`src/rtl/tsq_pkg.sv`:
```
// Shared constants for the tone synthesizer.
// Assumes three channels and a 16-bit signed output sample.
package tsq_pkg;
    localparam int TSQ_SAMPLE_W = 16;
    localparam int TSQ_MIX_SHIFT = 9;   // scale factor of 512
endpackage

```
`src/rtl/tsq_prescaler.sv`:
```
// Divides the clock by 2**LOG2_DIV and emits a one-cycle step tick.
// Assumes LOG2_DIV >= 1, so that no two ticks are adjacent.
module tsq_prescaler #(
    parameter int LOG2_DIV = 4
) (
    input  logic clk,
    input  logic rst_n,
    output logic tick_o
);
    logic [LOG2_DIV-1:0] cnt_q;

    // free-running divide counter
    always_ff @(posedge clk) begin
        if (!rst_n) cnt_q <= '0;
        else        cnt_q <= cnt_q + 1'b1;
    end

    assign tick_o = &cnt_q;


    tick_sep_chk: assert property (@(posedge clk) disable iff (!rst_n)
        tick_o |=> !tick_o);
endmodule

```
`src/rtl/tsq_tone_channel.sv`:
```
// One tone channel: a down-counter that inverts the square output when it passes zero.
// Assumes the period input is sampled only at a reload.
module tsq_tone_channel #(
    parameter int PER_W = 12
) (
    input  logic             clk,
    input  logic             rst_n,
    input  logic             tick_i,
    input  logic [PER_W-1:0] period_i,
    output logic             square_o
);
    logic [PER_W-1:0] cnt_q;

    // count down on each tick; invert and reload when the counter passes zero
    always_ff @(posedge clk) begin
        if (!rst_n) begin
            cnt_q    <= '0;
            square_o <= 1'b0;
        end else if (tick_i) begin
            if (cnt_q == '0) begin
                cnt_q    <= period_i;
                square_o <= ~square_o;
            end else begin
                cnt_q <= cnt_q - 1'b1;
            end
        end
    end


    sq_tick_chk: assert property (@(posedge clk) disable iff (!rst_n)
        !tick_i |=> $stable(square_o));
endmodule

```
`src/rtl/tsq_env_divider.sv`:
```
// Envelope period divider: counts ticks and pulses once per reload.
// Assumes a period of 0 means a reload on every tick.
module tsq_env_divider #(
    parameter int ENV_W = 16
) (
    input  logic             clk,
    input  logic             rst_n,
    input  logic             tick_i,
    input  logic [ENV_W-1:0] period_i,
    output logic             wrap_o
);
    logic [ENV_W-1:0] cnt_q;

    // decrement on a tick; reload and pulse when the count would reach zero
    always_ff @(posedge clk) begin
        if (!rst_n) begin
            cnt_q  <= '0;
            wrap_o <= 1'b0;
        end else begin
            wrap_o <= 1'b0;
            if (tick_i) begin
                if (cnt_q <= ENV_W'(1)) begin
                    cnt_q  <= period_i;
                    wrap_o <= 1'b1;
                end else begin
                    cnt_q <= cnt_q - 1'b1;
                end
            end
        end
    end


    env_pulse_chk: assert property (@(posedge clk) disable iff (!rst_n)
        wrap_o |-> $past(tick_i));

    env_single_chk: assert property (@(posedge clk) disable iff (!rst_n)
        wrap_o |=> !wrap_o);
endmodule

```
`src/rtl/tsq_mixer.sv`:
```
// Registers the volumes and adds those of the high channels, scaled by 512.
// Assumes the sum times 512 fits the signed sample width.
module tsq_mixer
    import tsq_pkg::*;
#(
    parameter int NUM_CH = 3,
    parameter int VOL_W  = 4
) (
    input  logic                          clk,
    input  logic                          rst_n,
    input  logic [NUM_CH-1:0]             square_i,
    input  logic [NUM_CH*VOL_W-1:0]       volume_i,
    output logic signed [TSQ_SAMPLE_W-1:0] sample_o,
    output logic                          valid_o
);
    localparam int SUM_W   = VOL_W + $clog2(NUM_CH + 1);
    localparam int MAX_SUM = NUM_CH * ((1 << VOL_W) - 1);

    logic [NUM_CH*VOL_W-1:0] vol_q;
    logic [SUM_W-1:0]        sum_c;

    // hold the volumes in registers so that a reset clears them
    always_ff @(posedge clk) begin
        if (!rst_n) vol_q <= '0;
        else        vol_q <= volume_i;
    end

    // add the volumes of the channels whose square output is high
    always_comb begin
        sum_c = '0;
        for (int k = 0; k < NUM_CH; k++) begin
            if (square_i[k]) sum_c = sum_c + SUM_W'(vol_q[k*VOL_W +: VOL_W]);
        end
    end

    // register the scaled sample and its qualifier
    always_ff @(posedge clk) begin
        if (!rst_n) begin
            sample_o <= '0;
            valid_o  <= 1'b0;
        end else begin
            sample_o <= $signed(TSQ_SAMPLE_W'(sum_c) << TSQ_MIX_SHIFT);
            valid_o  <= 1'b1;
        end
    end


    sample_grid_chk: assert property (@(posedge clk) disable iff (!rst_n)
        valid_o |-> (sample_o[TSQ_MIX_SHIFT-1:0] == '0 &&
                     sample_o <= $signed(TSQ_SAMPLE_W'(MAX_SUM << TSQ_MIX_SHIFT))));

    valid_hold_chk: assert property (@(posedge clk) disable iff (!rst_n)
        valid_o |=> valid_o);
endmodule

```
`src/rtl/tone_synth_top.sv`:
```
// Three square tone channels and an envelope divider on one prescaler, mixed to one sample.
// Assumes a synchronous active-low reset and inputs that are stable at each clock edge.
module tone_synth_top
    import tsq_pkg::*;
#(
    parameter int NUM_CH   = 3,
    parameter int PER_W    = 12,
    parameter int VOL_W    = 4,
    parameter int ENV_W    = 16,
    parameter int LOG2_DIV = 4
) (
    input  logic                           clk,
    input  logic                           rst_n,
    input  logic [NUM_CH*PER_W-1:0]        tone_period_i,
    input  logic [NUM_CH*VOL_W-1:0]        volume_i,
    input  logic [ENV_W-1:0]               env_period_i,
    output logic [NUM_CH-1:0]              square_o,
    output logic                           env_wrap_o,
    output logic signed [TSQ_SAMPLE_W-1:0] sample_o,
    output logic                           sample_valid_o
);
    logic tick;

    tsq_prescaler #(.LOG2_DIV(LOG2_DIV)) presc_i (
        .clk(clk), .rst_n(rst_n), .tick_o(tick)
    );

    for (genvar k = 0; k < NUM_CH; k++) begin : g_ch
        tsq_tone_channel #(.PER_W(PER_W)) chan_i (
            .clk      (clk),
            .rst_n    (rst_n),
            .tick_i   (tick),
            .period_i (tone_period_i[k*PER_W +: PER_W]),
            .square_o (square_o[k])
        );
    end

    tsq_env_divider #(.ENV_W(ENV_W)) env_i (
        .clk(clk), .rst_n(rst_n), .tick_i(tick),
        .period_i(env_period_i), .wrap_o(env_wrap_o)
    );

    tsq_mixer #(.NUM_CH(NUM_CH), .VOL_W(VOL_W)) mix_i (
        .clk(clk), .rst_n(rst_n), .square_i(square_o), .volume_i(volume_i),
        .sample_o(sample_o), .valid_o(sample_valid_o)
    );
endmodule

```
`config.mk`:
```
export PLATFORM = sky130hd
export DESIGN_NAME = tone_synth_top
export DESIGN_NICKNAME = d
export VERILOG_FILES = /design/src/rtl/tsq_pkg.sv /design/src/rtl/tsq_prescaler.sv /design/src/rtl/tsq_tone_channel.sv /design/src/rtl/tsq_env_divider.sv /design/src/rtl/tsq_mixer.sv /design/src/rtl/tone_synth_top.sv
export SDC_FILE = /design/constraint.sdc
export NUM_CORES = 1
export LEC_CHECK = 0
export BUFFER_PORTS_ARGS = -buffer_cell sky130_fd_sc_hd__buf_2
export CORE_ASPECT_RATIO = 1.4
export CORE_MARGIN = 4
export CORE_UTILIZATION = 43
export DETAILED_ROUTE_END_ITERATION = 8
export PLACE_DENSITY = 0.66
export SLEW_MARGIN = 40
export SYNTH_ARGS = -nofsm -noshare
export SYNTH_HDL_FRONTEND = slang
export SYNTH_HIERARCHICAL = 1
export SYNTH_SLANG_ARGS = --single-unit
```
`constraint.sdc`:
```
create_clock -name clk -period 4.5 [get_ports clk]
set_input_delay 0.9 -clock clk [delete_from_list [all_inputs] [get_ports clk]]
set_output_delay 0.9 -clock clk [all_outputs]
set_load 0.05 [all_outputs]
```
==> impl_results.md, run 1 <==
* Initial antenna violation count at 0
* Ys Warns at 6
* Cells after Synth at roughly 530
* Die height at between 100 and 150 microns
* Largest net degree at the start of global routing at 61
* Cts hold-fix bufs at 0
* Starting DRT DRC Count at between 150 and 200
* CTS Sinks at between 70 and 80
* Sequential fraction of the synthesis area at roughly a third
* Final cycle utilization of the critical path at 61.9%
* Post-synth EDFFs at 0
* Total gr overflow at 0
* CTS resizes at 0
* Setup crit end: mix_i/sample_o[12]
* Yosys top cell area share at 34.8%
* Number of global-route vias before repair at approximately 4100
* Slowest cell on crit path: dfxtp_1
* Internal Power at between 1 and 1.5 mW
* Area of the multi-input gates at 2700 sq um
* Clk pwr share at between 40% and 50%
* Vias at around 4200
* Core area at between 10000 and 15000 sq um
* DR WL/cell at between 15 and 20 microns
* Setup violators final at 0
* FF-to-FF setup slack at ~1700 ps
* Power Total at ~1.5 mW
* Post-synth top area cell: dfxtp_1
* Most frequent cell after synthesis: dfxtp_1
* WL final at 11.6 mm
* Worst min path class: reg -> reg
* Worst r2r src: g_ch[0].chan_i/square_o
* Area growth from synthesis to final layout at 15.2%
* Die width at 94.8 microns
* Maximum clock path buffer count at 2
* Routability cong. at between 0.8 and 0.9
* Worst Tran Pin Value at roughly 780 ps
* # DRC at 0
* Avg Vias per Cell at roughly 5.8
* Ys flop type: dfxtp_1
* IR drop worst, VDD at 0.000172 V
* Layout net count at between 600 and 700
* Distinct cells, synth at 67
* CTS Root Cell: clkbuf_16
* Combinational power share at under 10%
* Fmax at ~360 MHz
* Syn Std Cell Area at 4540 sq um
* Startpoint Class: register
* Leak pwr at just over 2 nW
* Final Critical Period at between 2000 and 3000 ps
* Reg power frac at 47.9%
* Delay of the slowest critical-path stage at 430 ps
* CP max FO at 6
* Reg2reg end: mix_i/sample_o[12]
* Outcome: completed
* CP cell instances: nand2_1, inv_1, ha_1, inv_1, fa_1, nor2b_1, nor3b_1, xnor2_1, ha_1, a21oi_1, xnor2_1, and3_1, a31o_1
* Htree depth at 3
* CP arrival at ~3000 ps
* FP Rows at 44
* Fraction of layout cells with a size suffix above 1 at 19.9%
* Ys async rst share at 0%
* Critical Path RT at 4740 ps
* Fin. max-slew vios at 0
* Hold violation count in the final report at 0
* Total CTS buffers at 9
* Register area at around 1600 sq um
* Die area at 12300 sq um
* Setup TNS at 0 ps
* Critical setup path kind: reg -> reg
* Final ANT Viol Nets at 0
* Mapped Avg Cell Area at ~8.6 sq um
* NetSw at around 370 uW
* Switch share at 24.7%
* Clk_skew at between 4 and 5 ps
* Critical path launch point: g_ch[0].chan_i/square_o
* Postcts setup bufs at 0
* Initial Utilization at a little over two fifths
* Critical Path Sink Type: register
* R2R depth at 13
* Fillcell total at 1049
* Unrepaired setup endpoints after global routing: false
* First-pass GRT wire length at 18.8 mm
* Synthesis-stage register bit count at 79
* Antenna diodes at 0
* Top Ports at between 80 and 90
* Cell Pwr Density at 284 nW/um^2
* Worst-skew pair later-pin latency at ~340 ps
* Worst relative slew slack at 47.8%
* Top cells by area, synth: dfxtp_1 (35%), ha_1 (4.4%), nand2_1 (4.2%)
* Dpl hpwl at 8.54 mm
* Clock slew at reported path FFs at roughly 60 ps
* GRT Total Usage at between 10% and 20%
* Port bufs at 76
* Synth cell count leaders: dfxtp_1 (79), nand2_1 (51), nand3_1 (24), inv_1 (22), a21oi_1 (18)
* Maxcap violations at 0
* CTS tree: built
* Pre-antenna DRT Iters at 5
[placed cells by master (no fill, tap or decap), types with 7 or more instances in the layout]
| cell type | synthesis | routed |
|---|---|---|
| clkbuf_16 | 0 | 9 |
| o22ai_1 | 7 | 7 |
| or3_1 | 13 | 13 |
| o41ai_1 | 7 | 7 |
| conb_1 | 1 | 10 |
| a31oi_1 | 14 | 14 |
| nor3_1 | 13 | 13 |
| nor3b_1 | 8 | 8 |
| nor2_1 | 17 | 17 |
| o211ai_1 | 7 | 7 |
| o21ai_0 | 14 | 14 |
| mux2i_1 | 16 | 16 |
| and4_1 | 7 | 7 |
| nor4_1 | 14 | 14 |
| nand3_1 | 24 | 24 |
| dfxtp_1 | 79 | 79 |
| nand2_1 | 51 | 51 |
| nand4_1 | 13 | 13 |
| inv_1 | 22 | 22 |
| and2_1 | 15 | 15 |
| buf_2 | 9 | 75 |
| a21oi_1 | 18 | 18 |
| ha_1 | 16 | 16 |
[worst max-delay path, delay by kind of cell, from the launching register on]
kind                     cells  cell delay (ps)
buffers and inverters        2              120
AO/OA/AOI/OAI                2              380
adder cells (fa/ha/maj)      3              820
AND/OR/NAND/NOR              4              650
XOR/XNOR                     2              270
flip-flops                   1              430
[worst min path at each step]
stage | start | to | slack, ps | cells past startpoint
3_3_place_gp | presc_i/cnt_q[0] | presc_i/cnt_q[0] | 430 | 1
3_5_place_dp | presc_i/cnt_q[0] | presc_i/cnt_q[0] | 440 | 1
4_1_cts | presc_i/cnt_q[0] | presc_i/cnt_q[0] | 450 | 1
5_1_grt | presc_i/cnt_q[0] | presc_i/cnt_q[0] | 480 | 1
2_1_floorplan | presc_i/cnt_q[0] | presc_i/cnt_q[0] | 420 | 1
6_report | presc_i/cnt_q[0] | presc_i/cnt_q[0] | 450 | 1
[area by class of cell]
type,instances,share of cell area [%]
Tap cell,138,3.30
Timing Repair Buffer,78,7.61
Clock inverter,7,1.05
Multi-Input combinational cell,394,51.7
Inverter,25,1.79
Sequential cell,79,30.2
Clock buffer,9,4.31
[routing by layer]
| layer | track usage (%) | vias to the layer above | routed length [microns] |
|---|---|---|---|
| li1 | - | 2085 | - |
| met1 | 21.1 | 1982 | 4630 |
| met2 | 34.5 | 136 | 6050 |
| met3 | 3.31 | 27 | 602 |
| met4 | 9.43 | 0 | 335 |
| met5 | 0 | - | 0 |
[logic make-up after synthesis]
kind of cell | share of synthesized area (%)
fa+ha+maj | 5.54
flops | 34.8
xor+xnor | 1.54
mux | 3.78
simple gates | 29.4
compound gates | 18.4
buf+inv | 6.37
other cells | 0.0826
[registers in the layout, summed over array words and instances (netlist names)]
name                  cells
g_ch.chan_i/cnt_q        36
mix_i/valid_o             1
g_ch.chan_i/square_o      3
mix_i/sample_o            6
env_i/wrap_o              1
mix_i/vol_q              12
presc_i/cnt_q             4
env_i/cnt_q              16
[metrics by stage]
step | hold WS (ps) | cells | setup slack, ps | area, sq um | util [%]
6_report | 448 | 730 | 1710 | 5230 | 50.5
5_1_grt | 485 | 730 | 1460 | 5230 | 50.5
4_1_cts | 449 | 730 | 1710 | 5230 | 50.5
3_5_place_dp | 438 | 714 | 1730 | 4950 | 47.8
3_3_place_gp | 430 | 714 | 1820 | 4950 | 47.8
2_1_floorplan | 420 | 536 | 1540 | 4570 | -
[power groups by stage]
stage / logic (mW) / clock network (mW) / registers [mW]
floorplan: 0.0509 / 0 / 0.728
global placement: 0.0819 / 0 / 0.728
detailed placement: 0.0842 / 0 / 0.728
CTS: 0.0846 / 0.710 / 0.712
global route: 0.0916 / 0.736 / 0.713
finish: 0.0840 / 0.690 / 0.712
Power figures use the tool's default switching activity.
==> run 2: changes to the inputs <==
clock period = 2.6 ns   (was 4.5 ns; I/O delays follow)
==> impl_results.md, run 2 (synthesis gave the netlist of run 1 again) <==
* Worst-skew pair later-pin latency at approximately 330 ps
* Antenna diodes at 0
* Outcome: finished, violations left
* Cell Count, Final, Fillers Out at 743
* Largest net degree at the start of global routing at 32
* Slowest cell on crit path: fa_2
* Cts hold-fix bufs at 0
* CTS Sinks at 79
* Fin. max-slew vios at 0
* Final ANT Viol Nets at 0
* Leak pwr at 2.19 nW
* Pre-antenna DRT Iters at 5
* Delay of the slowest critical-path stage at between 300 and 400 ps
* Worst r2r src: g_ch[0].chan_i/square_o
* Initial antenna violation count at 0
* R2R depth at 13
* Total gr overflow at 0
* Starting DRT DRC Count at ~180
* Most used cell, CP: ha_4
* CTS Root Cell: clkbuf_16
* Area of the multi-input gates at 2800 sq um
* # DRC at 0
* Commonest cells after routing, fill and taps aside: dfxtp_1 (77), buf_2 (76), nand2_1 (49)
* Avg Vias per Cell at 5.74
* Reg2reg end: mix_i/sample_o[13]
* Top Ports at 87
* IR drop worst, VDD at roughly 0.00033 V
* CTS tree: built
* Area growth from synthesis to final layout at 20.4%
* Die height at 130 microns
* Placed Instances at between 700 and 800
* Port bufs at 76
* Fillcell total at approximately 1000
* Register area at approximately 1600 sq um
* FF-to-FF setup slack at -4 ps
* Startpoint Class: register
* Worst Hold End: env_i/cnt_q[8]
* Initial Utilization at 43.9%
* Number of global-route vias before repair at 3935
* CP arrival at about 2900 ps
* Number of flip-flops in the largest register at 36
* CP cell instances: nand2_4, inv_4, ha_4, inv_2, fa_2, nor2b_4, nor3b_4, xnor2_2, ha_4, a21o_1, a21oi_2, o21ai_1, o31ai_1
* Setup violators final at 1
* Htree depth at 3
* GRT Total Usage at between 10% and 20%
* Hold_sp: env_period_i[8]
* Clk_skew at ~6.4 ps
* Fraction of layout cells with a size suffix above 1 at ~25%
* Clock slew at reported path FFs at about 60 ps
* First-pass GRT wire length at roughly 18 mm
* Final cycle utilization of the critical path at 100%
* Cell count of the worst hold path at 2
* DR WL/cell at approximately 16 microns
* Setup TNS at -4.49 ps
* Die width at 94.8 microns
* PnR worst setup slack at -4.49 ps
* Reg with most FFs: g_ch.chan_i/cnt_q
* Core area at roughly 10000 sq um
* Critical Path Sink Type: register
* CP max FO at 3
* Most common cell after layout, fill and taps aside: dfxtp_1
* FP Rows at 44
* Total CTS buffers at 9
* Worst relative slew slack at 54.1%
* CP delay by family, top: adder cells
* DP Worst Slack at -4.34 ps
* Maximum clock path buffer count at 2
* Worst Path Buf+Inv at 2
* Dpl hpwl at slightly above 8 mm
* Fmax at approximately 380 MHz
* Largest registers: g_ch.chan_i/cnt_q (36), env_i/cnt_q (16), mix_i/vol_q (12)
* Failing checks: setup timing
* Critical Path RT at 2850 ps
* Cell Pwr Density at 495 nW/um^2
* WL final at roughly 12 mm
* Maxcap violations at 0
* Final Critical Period at between 2000 and 3000 ps
* Die area at approximately 12000 sq um
* Vias at about 4300
* Critical setup path kind: reg -> reg
* Unrepaired setup endpoints after global routing: true
* Layout net count at ~700
* Worst min path class: in -> reg
* Hold violation count in the final report at 0
* Routability cong. at between 0.9 and 1
* Worst Tran Pin Value at about 700 ps
==> run 2: cell type report <==
| class | instances | share of cell area, % |
|---|---|---|
| inverters | 25 | 1.76 |
| flip-flops and latches | 79 | 29.0 |
| clock inverters | 5 | 1.17 |
| multi-input cells | 394 | 51.2 |
| clock buffers | 11 | 4.62 |
| repair buffers | 91 | 9.02 |
| well taps | 138 | 3.16 |
==> run 2: per-stage QoR <==
stage | power (mW) | instance area (sq um) | hold slack [ps] | util (%)
floorplan | 1.35 | 4590 | 420 | -
global placement | 1.40 | 5020 | 441 | 48.5
detailed placement | 1.41 | 5020 | 443 | 48.5
CTS | 2.73 | 5370 | 364 | 51.9
global route | 2.80 | 5470 | 374 | 52.8
finish | 2.71 | 5470 | 381 | 52.8
==> run 2: layer usage <==
layer	global-route usage (%)	part of all wire, %	up-vias
met5	0	0	-
met2	31.8	51	137
li1	-	-	2117
met4	6.12	1.5	0
met1	23.3	43	1995
met3	4.12	5.3	13
==> run 2: worst max path at each step <==
stage | start | to | slack [ps] | depth (start not counted)
after global routing | g_ch[0].chan_i/square_o | mix_i/sample_o[13] | -160 | 13
after CTS | g_ch[0].chan_i/square_o | mix_i/sample_o[12] | 9 | 13
after global placement | g_ch[0].chan_i/square_o | mix_i/sample_o[13] | 80 | 13
final | g_ch[0].chan_i/square_o | mix_i/sample_o[13] | -4 | 13
after detailed placement | g_ch[0].chan_i/square_o | mix_i/sample_o[12] | -4 | 13
after floorplan | g_ch[0].chan_i/square_o | mix_i/sample_o[12] | 30 | 12
==> run 2: repair_timing <==
action                     4_1_cts  5_1_grt
gates resized for setup          4       18
buffers inserted                 3        2
pin swaps                        4       10
setup endpoints to repair        1        4
==> run 2: power by group <==
| part | switching (mW) | total, mW | leakage (nW) | internal (mW) |
|---|---|---|---|---|
| combinational | 0.0933 | 0.153 | 1.39 | 0.0595 |
| sequential | 0.00948 | 1.23 | 0.641 | 1.22 |
| clock | 0.515 | 1.32 | 0.153 | 0.805 |
